===== config.mk =====
export PLATFORM = sky130hd
export DESIGN_NAME = eprom_rd_ctrl
export DESIGN_NICKNAME = d
export VERILOG_FILES = /design/src/rtl/eprom_rd_pkg.sv /design/src/rtl/eprom_cycle_timer.sv /design/src/rtl/eprom_idle_watch.sv /design/src/rtl/eprom_rd_ctrl.sv
export SDC_FILE = /design/constraint.sdc
export NUM_CORES = 1
export LEC_CHECK = 0
export BUFFER_PORTS_ARGS = -buffer_cell sky130_fd_sc_hd__clkbuf_2
export CAP_MARGIN = 0
export CORE_ASPECT_RATIO = 0.9
export CORE_MARGIN = 2
export CORE_UTILIZATION = 35
export DETAILED_ROUTE_END_ITERATION = 8
export SLEW_MARGIN = 25
export SYNTH_ARGS = -nofsm -noshare
export SYNTH_HDL_FRONTEND = slang
export SYNTH_SLANG_ARGS = --single-unit

===== constraint.sdc =====
create_clock -name clk -period 3 [get_ports clk]
set_input_delay 0.75 -clock clk [delete_from_list [all_inputs] [get_ports clk]]
set_output_delay 0.75 -clock clk [all_outputs]
set_load 0.03 [all_outputs]

===== src/rtl/eprom_rd_pkg.sv =====
`timescale 1ns/1ps
// Package: shared state type and constant helpers for the EPROM read controller.
// Assumes all timing arguments are non-negative and divisors are non-zero.
package eprom_rd_pkg;

    typedef enum logic [1:0] {
        ST_STANDBY = 2'd0,
        ST_ACCESS  = 2'd1,
        ST_ACTIVE  = 2'd2,
        ST_FLOAT   = 2'd3
    } rd_state_e;

    // Integer division rounded up.
    function automatic int unsigned cdiv(input int unsigned num, input int unsigned den);
        return (num + den - 1) / den;
    endfunction

    // Larger of two values.
    function automatic int unsigned max2(input int unsigned a, input int unsigned b);
        return (a > b) ? a : b;
    endfunction

endpackage


===== src/rtl/eprom_cycle_timer.sv =====
`timescale 1ns/1ps
// Module: loadable down-counter that stops at zero.
// Assumes a load value fits in CW bits; load takes priority over counting.
module eprom_cycle_timer #(
    parameter int CW = 4
) (
    input  logic          clk,
    input  logic          rst_n,
    input  logic          load,
    input  logic [CW-1:0] load_val,
    output logic [CW-1:0] count,
    output logic          zero
);

    // Load or count down toward zero.
    always_ff @(posedge clk) begin
        if (!rst_n) begin
            count <= '0;
        end else if (load) begin
            count <= load_val;
        end else if (count != '0) begin
            count <= count - 1'b1;
        end
    end

    // Flag the terminal count.
    always_comb zero = (count == '0);

endmodule


===== src/rtl/eprom_idle_watch.sv =====
`timescale 1ns/1ps
// Module: counts consecutive cycles with run high and flags the LIMIT-th one.
// Assumes LIMIT >= 1; the count clears on any cycle where run is low.
module eprom_idle_watch #(
    parameter int LIMIT = 8
) (
    input  logic clk,
    input  logic rst_n,
    input  logic run,
    output logic expired
);

    localparam int IW = $clog2(LIMIT + 1);

    logic [IW-1:0] idle_cnt;

    // Expire on the cycle that completes LIMIT idle cycles.
    always_comb expired = run && (idle_cnt == IW'(LIMIT - 1));

    // Track the length of the current idle run.
    always_ff @(posedge clk) begin
        if (!rst_n) begin
            idle_cnt <= '0;
        end else if (!run || expired) begin
            idle_cnt <= '0;
        end else begin
            idle_cnt <= idle_cnt + 1'b1;
        end
    end

endmodule


===== src/rtl/eprom_rd_ctrl.sv =====
`timescale 1ns/1ps
// Module: read controller for an external asynchronous 32K x 8 read-only memory.
// Takes one-cycle host requests, sequences the chip-select and output-gate pins,
// waits cycle counts derived from the memory limits, and returns the byte with a
// one-cycle strobe. It goes to standby after an idle run, and it holds a float
// guard before the memory is selected again.
// Assumes the host pulses req only while busy is low; req during busy is ignored.
module eprom_rd_ctrl
    import eprom_rd_pkg::*;
#(
    parameter int ADDR_W        = 15,
    parameter int DATA_W        = 8,
    parameter int CLK_PERIOD_NS = 20,
    parameter int T_ACC_NS      = 150,
    parameter int T_CE_NS       = 150,
    parameter int T_OE_NS       = 65,
    parameter int T_OFF_NS      = 50,
    parameter int IDLE_LIMIT    = 8
) (
    input  logic              clk,
    input  logic              rst_n,
    input  logic              req,
    input  logic [ADDR_W-1:0] addr,
    output logic              busy,
    output logic              rvalid,
    output logic [DATA_W-1:0] rdata,
    output logic [ADDR_W-1:0] mem_addr,
    output logic              mem_ce_n,
    output logic              mem_oe_n,
    input  logic [DATA_W-1:0] mem_data
);

    localparam int unsigned ACC_CYC   = cdiv(T_ACC_NS, CLK_PERIOD_NS) + 1;
    localparam int unsigned CE_CYC    = cdiv(T_CE_NS, CLK_PERIOD_NS) + 1;
    localparam int unsigned OE_CYC    = cdiv(T_OE_NS, CLK_PERIOD_NS) + 1;
    localparam int unsigned OE_LAG    = (T_CE_NS > T_OE_NS) ?
                                        (T_CE_NS - T_OE_NS) / CLK_PERIOD_NS : 0;
    localparam int unsigned STBY_WAIT = max2(max2(ACC_CYC, CE_CYC), OE_LAG + OE_CYC);
    localparam int unsigned OFF_CYC   = max2(cdiv(T_OFF_NS, CLK_PERIOD_NS), 1);
    localparam int unsigned MAX_WAIT  = max2(STBY_WAIT, OFF_CYC);
    localparam int          CW        = $clog2(MAX_WAIT + 1);
    localparam int unsigned OE_AT     = STBY_WAIT - OE_LAG;
    localparam logic        OE_FIRST  = (OE_LAG == 0) ? 1'b0 : 1'b1;

    rd_state_e     state;
    logic          pend;
    logic          tmr_load;
    logic [CW-1:0] tmr_val;
    logic [CW-1:0] tmr_count;
    logic          tmr_zero;
    logic          idle_run;
    logic          idle_exp;
    logic          start_stby;
    logic          start_act;
    logic          go_float;

    // Shared wait timer for access and float guard windows.
    eprom_cycle_timer #(.CW(CW)) wait_tmr_i (
        .clk      (clk),
        .rst_n    (rst_n),
        .load     (tmr_load),
        .load_val (tmr_val),
        .count    (tmr_count),
        .zero     (tmr_zero)
    );

    // Idle-run watcher that triggers the move to standby.
    eprom_idle_watch #(.LIMIT(IDLE_LIMIT)) idle_i (
        .clk     (clk),
        .rst_n   (rst_n),
        .run     (idle_run),
        .expired (idle_exp)
    );

    // Decode the access starts and the release decision of this cycle.
    always_comb begin
        idle_run   = (state == ST_ACTIVE) && !req;
        start_stby = ((state == ST_STANDBY) && req) ||
                     ((state == ST_FLOAT) && tmr_zero && (pend || req));
        start_act  = (state == ST_ACTIVE) && req;
        go_float   = (state == ST_ACTIVE) && idle_exp;
    end

    // Pick the timer load for the window that starts at this edge.
    always_comb begin
        tmr_load = 1'b0;
        tmr_val  = '0;
        if (start_stby) begin
            tmr_load = 1'b1;
            tmr_val  = CW'(STBY_WAIT - 1);
        end else if (start_act) begin
            tmr_load = 1'b1;
            tmr_val  = CW'(ACC_CYC - 1);
        end else if (go_float) begin
            tmr_load = 1'b1;
            tmr_val  = CW'(OFF_CYC - 1);
        end
    end

    // Main sequencer: pins, host handshake and data capture.
    always_ff @(posedge clk) begin
        if (!rst_n) begin
            state    <= ST_STANDBY;
            pend     <= 1'b0;
            busy     <= 1'b0;
            rvalid   <= 1'b0;
            rdata    <= '0;
            mem_addr <= '0;
            mem_ce_n <= 1'b1;
            mem_oe_n <= 1'b1;
        end else begin
            rvalid <= 1'b0;
            unique case (state)
                ST_STANDBY: begin
                    if (start_stby) begin
                        state    <= ST_ACCESS;
                        mem_addr <= addr;
                        busy     <= 1'b1;
                        mem_ce_n <= 1'b0;
                        mem_oe_n <= OE_FIRST;
                    end
                end
                ST_ACCESS: begin
                    if (tmr_zero) begin
                        state  <= ST_ACTIVE;
                        rdata  <= mem_data;
                        rvalid <= 1'b1;
                        busy   <= 1'b0;
                    end else if (tmr_count == CW'(OE_AT)) begin
                        mem_oe_n <= 1'b0;
                    end
                end
                ST_ACTIVE: begin
                    if (start_act) begin
                        state    <= ST_ACCESS;
                        mem_addr <= addr;
                        busy     <= 1'b1;
                    end else if (go_float) begin
                        state    <= ST_FLOAT;
                        pend     <= 1'b0;
                        mem_ce_n <= 1'b1;
                        mem_oe_n <= 1'b1;
                    end
                end
                ST_FLOAT: begin
                    if (start_stby) begin
                        state    <= ST_ACCESS;
                        pend     <= 1'b0;
                        busy     <= 1'b1;
                        mem_ce_n <= 1'b0;
                        mem_oe_n <= OE_FIRST;
                        if (!pend) begin
                            mem_addr <= addr;
                        end
                    end else if (tmr_zero) begin
                        state <= ST_STANDBY;
                    end else if (req && !pend) begin
                        pend     <= 1'b1;
                        busy     <= 1'b1;
                        mem_addr <= addr;
                    end
                end
                default: state <= ST_STANDBY;
            endcase
        end
    end

endmodule


==> out/qor.yml <==
status: "finished, final reports clean"
holdPathStages: 1
cap_violations: 0
whs_endpoint: "idle_i.idle_cnt[0]$_SDFF_PP0_"
rr_startpoint: "wait_tmr_i.count[1]$_SDFFE_PN0P_"
place_hpwl_um: 2850
layout-drive-gt1-share_pct: 26.0
grt_pass1_vias: 1429
crit_buf_inv: 2
drc_errors: 0
die_area_sq_um: 5780
io_buffer_count: 52
reg2reg_depth: 7
final_net_count: 292
critical_path_arrival_ns: 2.42
viasPerCell: 4.76
antenna_cells: 0
cp_cell_sequence: "inv_1 > ha_1 > nor3b_4 > a221oi_2 > nor4_4 > buf_4 > mux2i_1"
max-vdd-ir-drop_mv: 0.427
core_area_sq_um: 4920
wl_per_cell_um: 11.8
avgSynthCellArea_sq_um: 8.76
rows: 24
cp_max_fo: 15
period_minus_slack_ns: 2.20
grtUsageMet1_pct: 19.5
ys_warn_count: 0
power_density_nw_per_um2: 925
cts_resized: 0
grtUsageMet2_pct: 21.5
place.gp.congestion: 0.810
timing.final.crit_share_pct: 73.3
clk_latency_ns: 0.29
grt_pass1_wl_um: 6560
hp-start: "idle_i.idle_cnt[0]$_SDFF_PP0_"
critical_path.top_delay_family: "simple AND/OR/NAND/NOR gates"
total_leakage_power_nw: 1.01
clockRootBuffer: "clkbuf_8"
syn2layout_area_growth_pct: 21.8
synthCells: 207
cts_setup_buffers: 0
worst_pin_slew_ns: 0.636
ys_ff_latch: 38
maxSlewViolCount: 0
slew_headroom_pct: 57.2
drt_iter0_markers: 73
dr.pass1.iters: 4
r2r-end: "mem_addr[9]$_SDFFE_PN0P_"
slowest_delay_ns: 0.52
setup_violations: 0
routed_wl_um: 3830
vias: 1537
hold_viol_final: 0
seq_area_frac_synth_pct: 41.9
antenna_found_initial: 0
cts_max_level: 2
dieWidth_um: 79.9
cts_made_buffers: 5
top_usage_layer: "met2"
fin_skew_ns: 0.00728
grtUsageMet3_pct: 4.35
setup.worst_path.end_class: "register"
crit_slowest_cell: "nor3b_4"
ant_nets: 0
mappedNetlistArea_sq_um: 1810
cts.path.max_buffers: 2
fmax_ghz: 0.455
ys_types: 41
postCtsHoldBufs: 0
overflow: 0
total_power_mw: 2.04
die_height_um: 72.3
grtUsageTotal_pct: 14.4
grt_max_degree: 31
clk_pin_slew_ns: 0.07
cts_tree: "yes"
r2r_setup_slack_ns: 0.80
pin_count: 53
fin_setup_tns_ns: 0
hold_path_class: "register to register"
syn_nets: 242
cts.sinks: 38
rsz0062_at_grt: "false"
initial_core_util_pct: 36.8
startpoint_type: "register"
crit_type: "register to register"
cp.required_ns: 3.22
## flip-flops by register name, indices dropped and copies added, names as in the netlist
name              cells
rdata                 8
rvalid                1
state                 2
mem_ce_n              1
pend                  1
idle_i.idle_cnt       4
busy                  1
wait_tmr_i.count      4
mem_oe_n              1
mem_addr             15
## layout by cell type (no fill, tap or decap), types with 2 or more instances in the layout
| cell | count |
|---|---|
| a21oi_1 | 13 |
| a221oi_1 | 2 |
| a32o_1 | 2 |
| and3b_1 | 2 |
| buf_4 | 2 |
| clkbuf_2 | 52 |
| clkbuf_8 | 6 |
| dfxtp_1 | 38 |
| ha_1 | 9 |
| inv_1 | 8 |
| mux2i_1 | 16 |
| nand2_1 | 54 |
| nand2b_1 | 3 |
| nor2_1 | 10 |
| nor2b_1 | 2 |
| nor3_1 | 7 |
| o21a_1 | 2 |
| o21ai_0 | 3 |
| xnor2_1 | 3 |
| xor2_1 | 2 |
## logic make-up after synthesis
family / share of synthesized area [%]
buffers and inverters: 4.55
AO/OA/AOI/OAI: 13.7
XOR/XNOR: 2.41
AND/OR/NAND/NOR: 22.3
adder cells (fa/ha/maj): 6.21
multiplexers: 8.83
flip-flops: 41.9
## cell usage after synthesis
master,instances,area [sq um]
a211o_1,1,8.76
a21bo_2,1,10.0
a21boi_0,1,7.51
a21oi_1,13,65.1
a221o_1,1,10.0
a221oi_1,2,17.5
a221oi_2,1,15.0
a311oi_1,1,8.76
a32o_1,2,20.0
a41o_1,1,10.0
and2_1,1,6.26
and3_1,1,6.26
and3b_1,2,17.5
buf_2,2,10.0
buf_6,1,11.3
clkbuf_1,7,26.3
clkbuf_2,1,5.00
dfxtp_1,38,761
ha_1,9,113
inv_1,8,30.0
mux2i_1,16,160
nand2_1,54,203
nand2b_1,3,18.8
nand3_1,1,5.00
nand4_1,1,6.26
nor2_1,10,37.5
nor2b_1,2,12.5
nor3_1,7,35.0
nor3b_4,1,18.8
nor4_4,1,21.3
o211ai_1,1,7.51
o21a_1,2,15.0
o21ai_0,3,15.0
o221a_2,1,11.3
o311a_1,1,10.0
o311ai_0,1,8.76
o41ai_1,1,8.76
or3b_1,1,8.76
or3b_2,1,8.76
xnor2_1,3,26.3
xor2_1,2,17.5
## power by group
| part | total (mW) | switching (mW) | internal, mW |
|---|---|---|---|
| Sequential | 0.713 | 0.0848 | 0.628 |
| Clock | 0.362 | 0.177 | 0.185 |
| Combinational | 0.968 | 0.593 | 0.375 |
## worst max-delay path by stage
stage / depth (start not counted) / end / slack, ns / from
floorplan: 5 / state[0]$_SDFFE_PN0P_ / 0.94 / req
global placement: 5 / state[0]$_SDFFE_PN0P_ / 0.85 / req
detailed placement: 7 / mem_addr[0]$_SDFFE_PN0P_ / 0.80 / wait_tmr_i.count[1]$_SDFFE_PN0P_
CTS: 7 / mem_addr[8]$_SDFFE_PN0P_ / 0.80 / wait_tmr_i.count[1]$_SDFFE_PN0P_
global route: 7 / mem_addr[14]$_SDFFE_PN0P_ / 0.60 / wait_tmr_i.count[1]$_SDFFE_PN0P_
finish: 7 / mem_addr[9]$_SDFFE_PN0P_ / 0.80 / wait_tmr_i.count[1]$_SDFFE_PN0P_
## stage by stage
stage	cells	cell area [sq um]	utilization (%)	hold slack [ns]	setup slack (ns)
2_1_floorplan	207	1810	-	0.418	0.939
3_3_place_gp	315	2120	43.0	0.438	0.845
3_5_place_dp	315	2120	43.0	0.440	0.796
4_1_cts	323	2210	44.9	0.451	0.796
5_1_grt	323	2210	44.9	0.479	0.602
6_report	323	2210	44.9	0.452	0.801
## cell type report
class                           instances  area (sq um)
Timing Repair Buffer                   54           275
Fill cell                             520          2720
Inverter                                8          30.0
Clock inverter                          1          5.00
Clock buffer                            7          86.3
Sequential cell                        38           761
Multi-Input combinational cell        150           971
Tap cell                               65          81.3
## routing by layer
metal / share of wire, % / vias up
met5: 0 / -
met4: 1.5 / 0
met3: 4.6 / 7
met2: 44 / 28
met1: 50 / 698
li1: - / 804
Power figures use the tool's default switching activity.
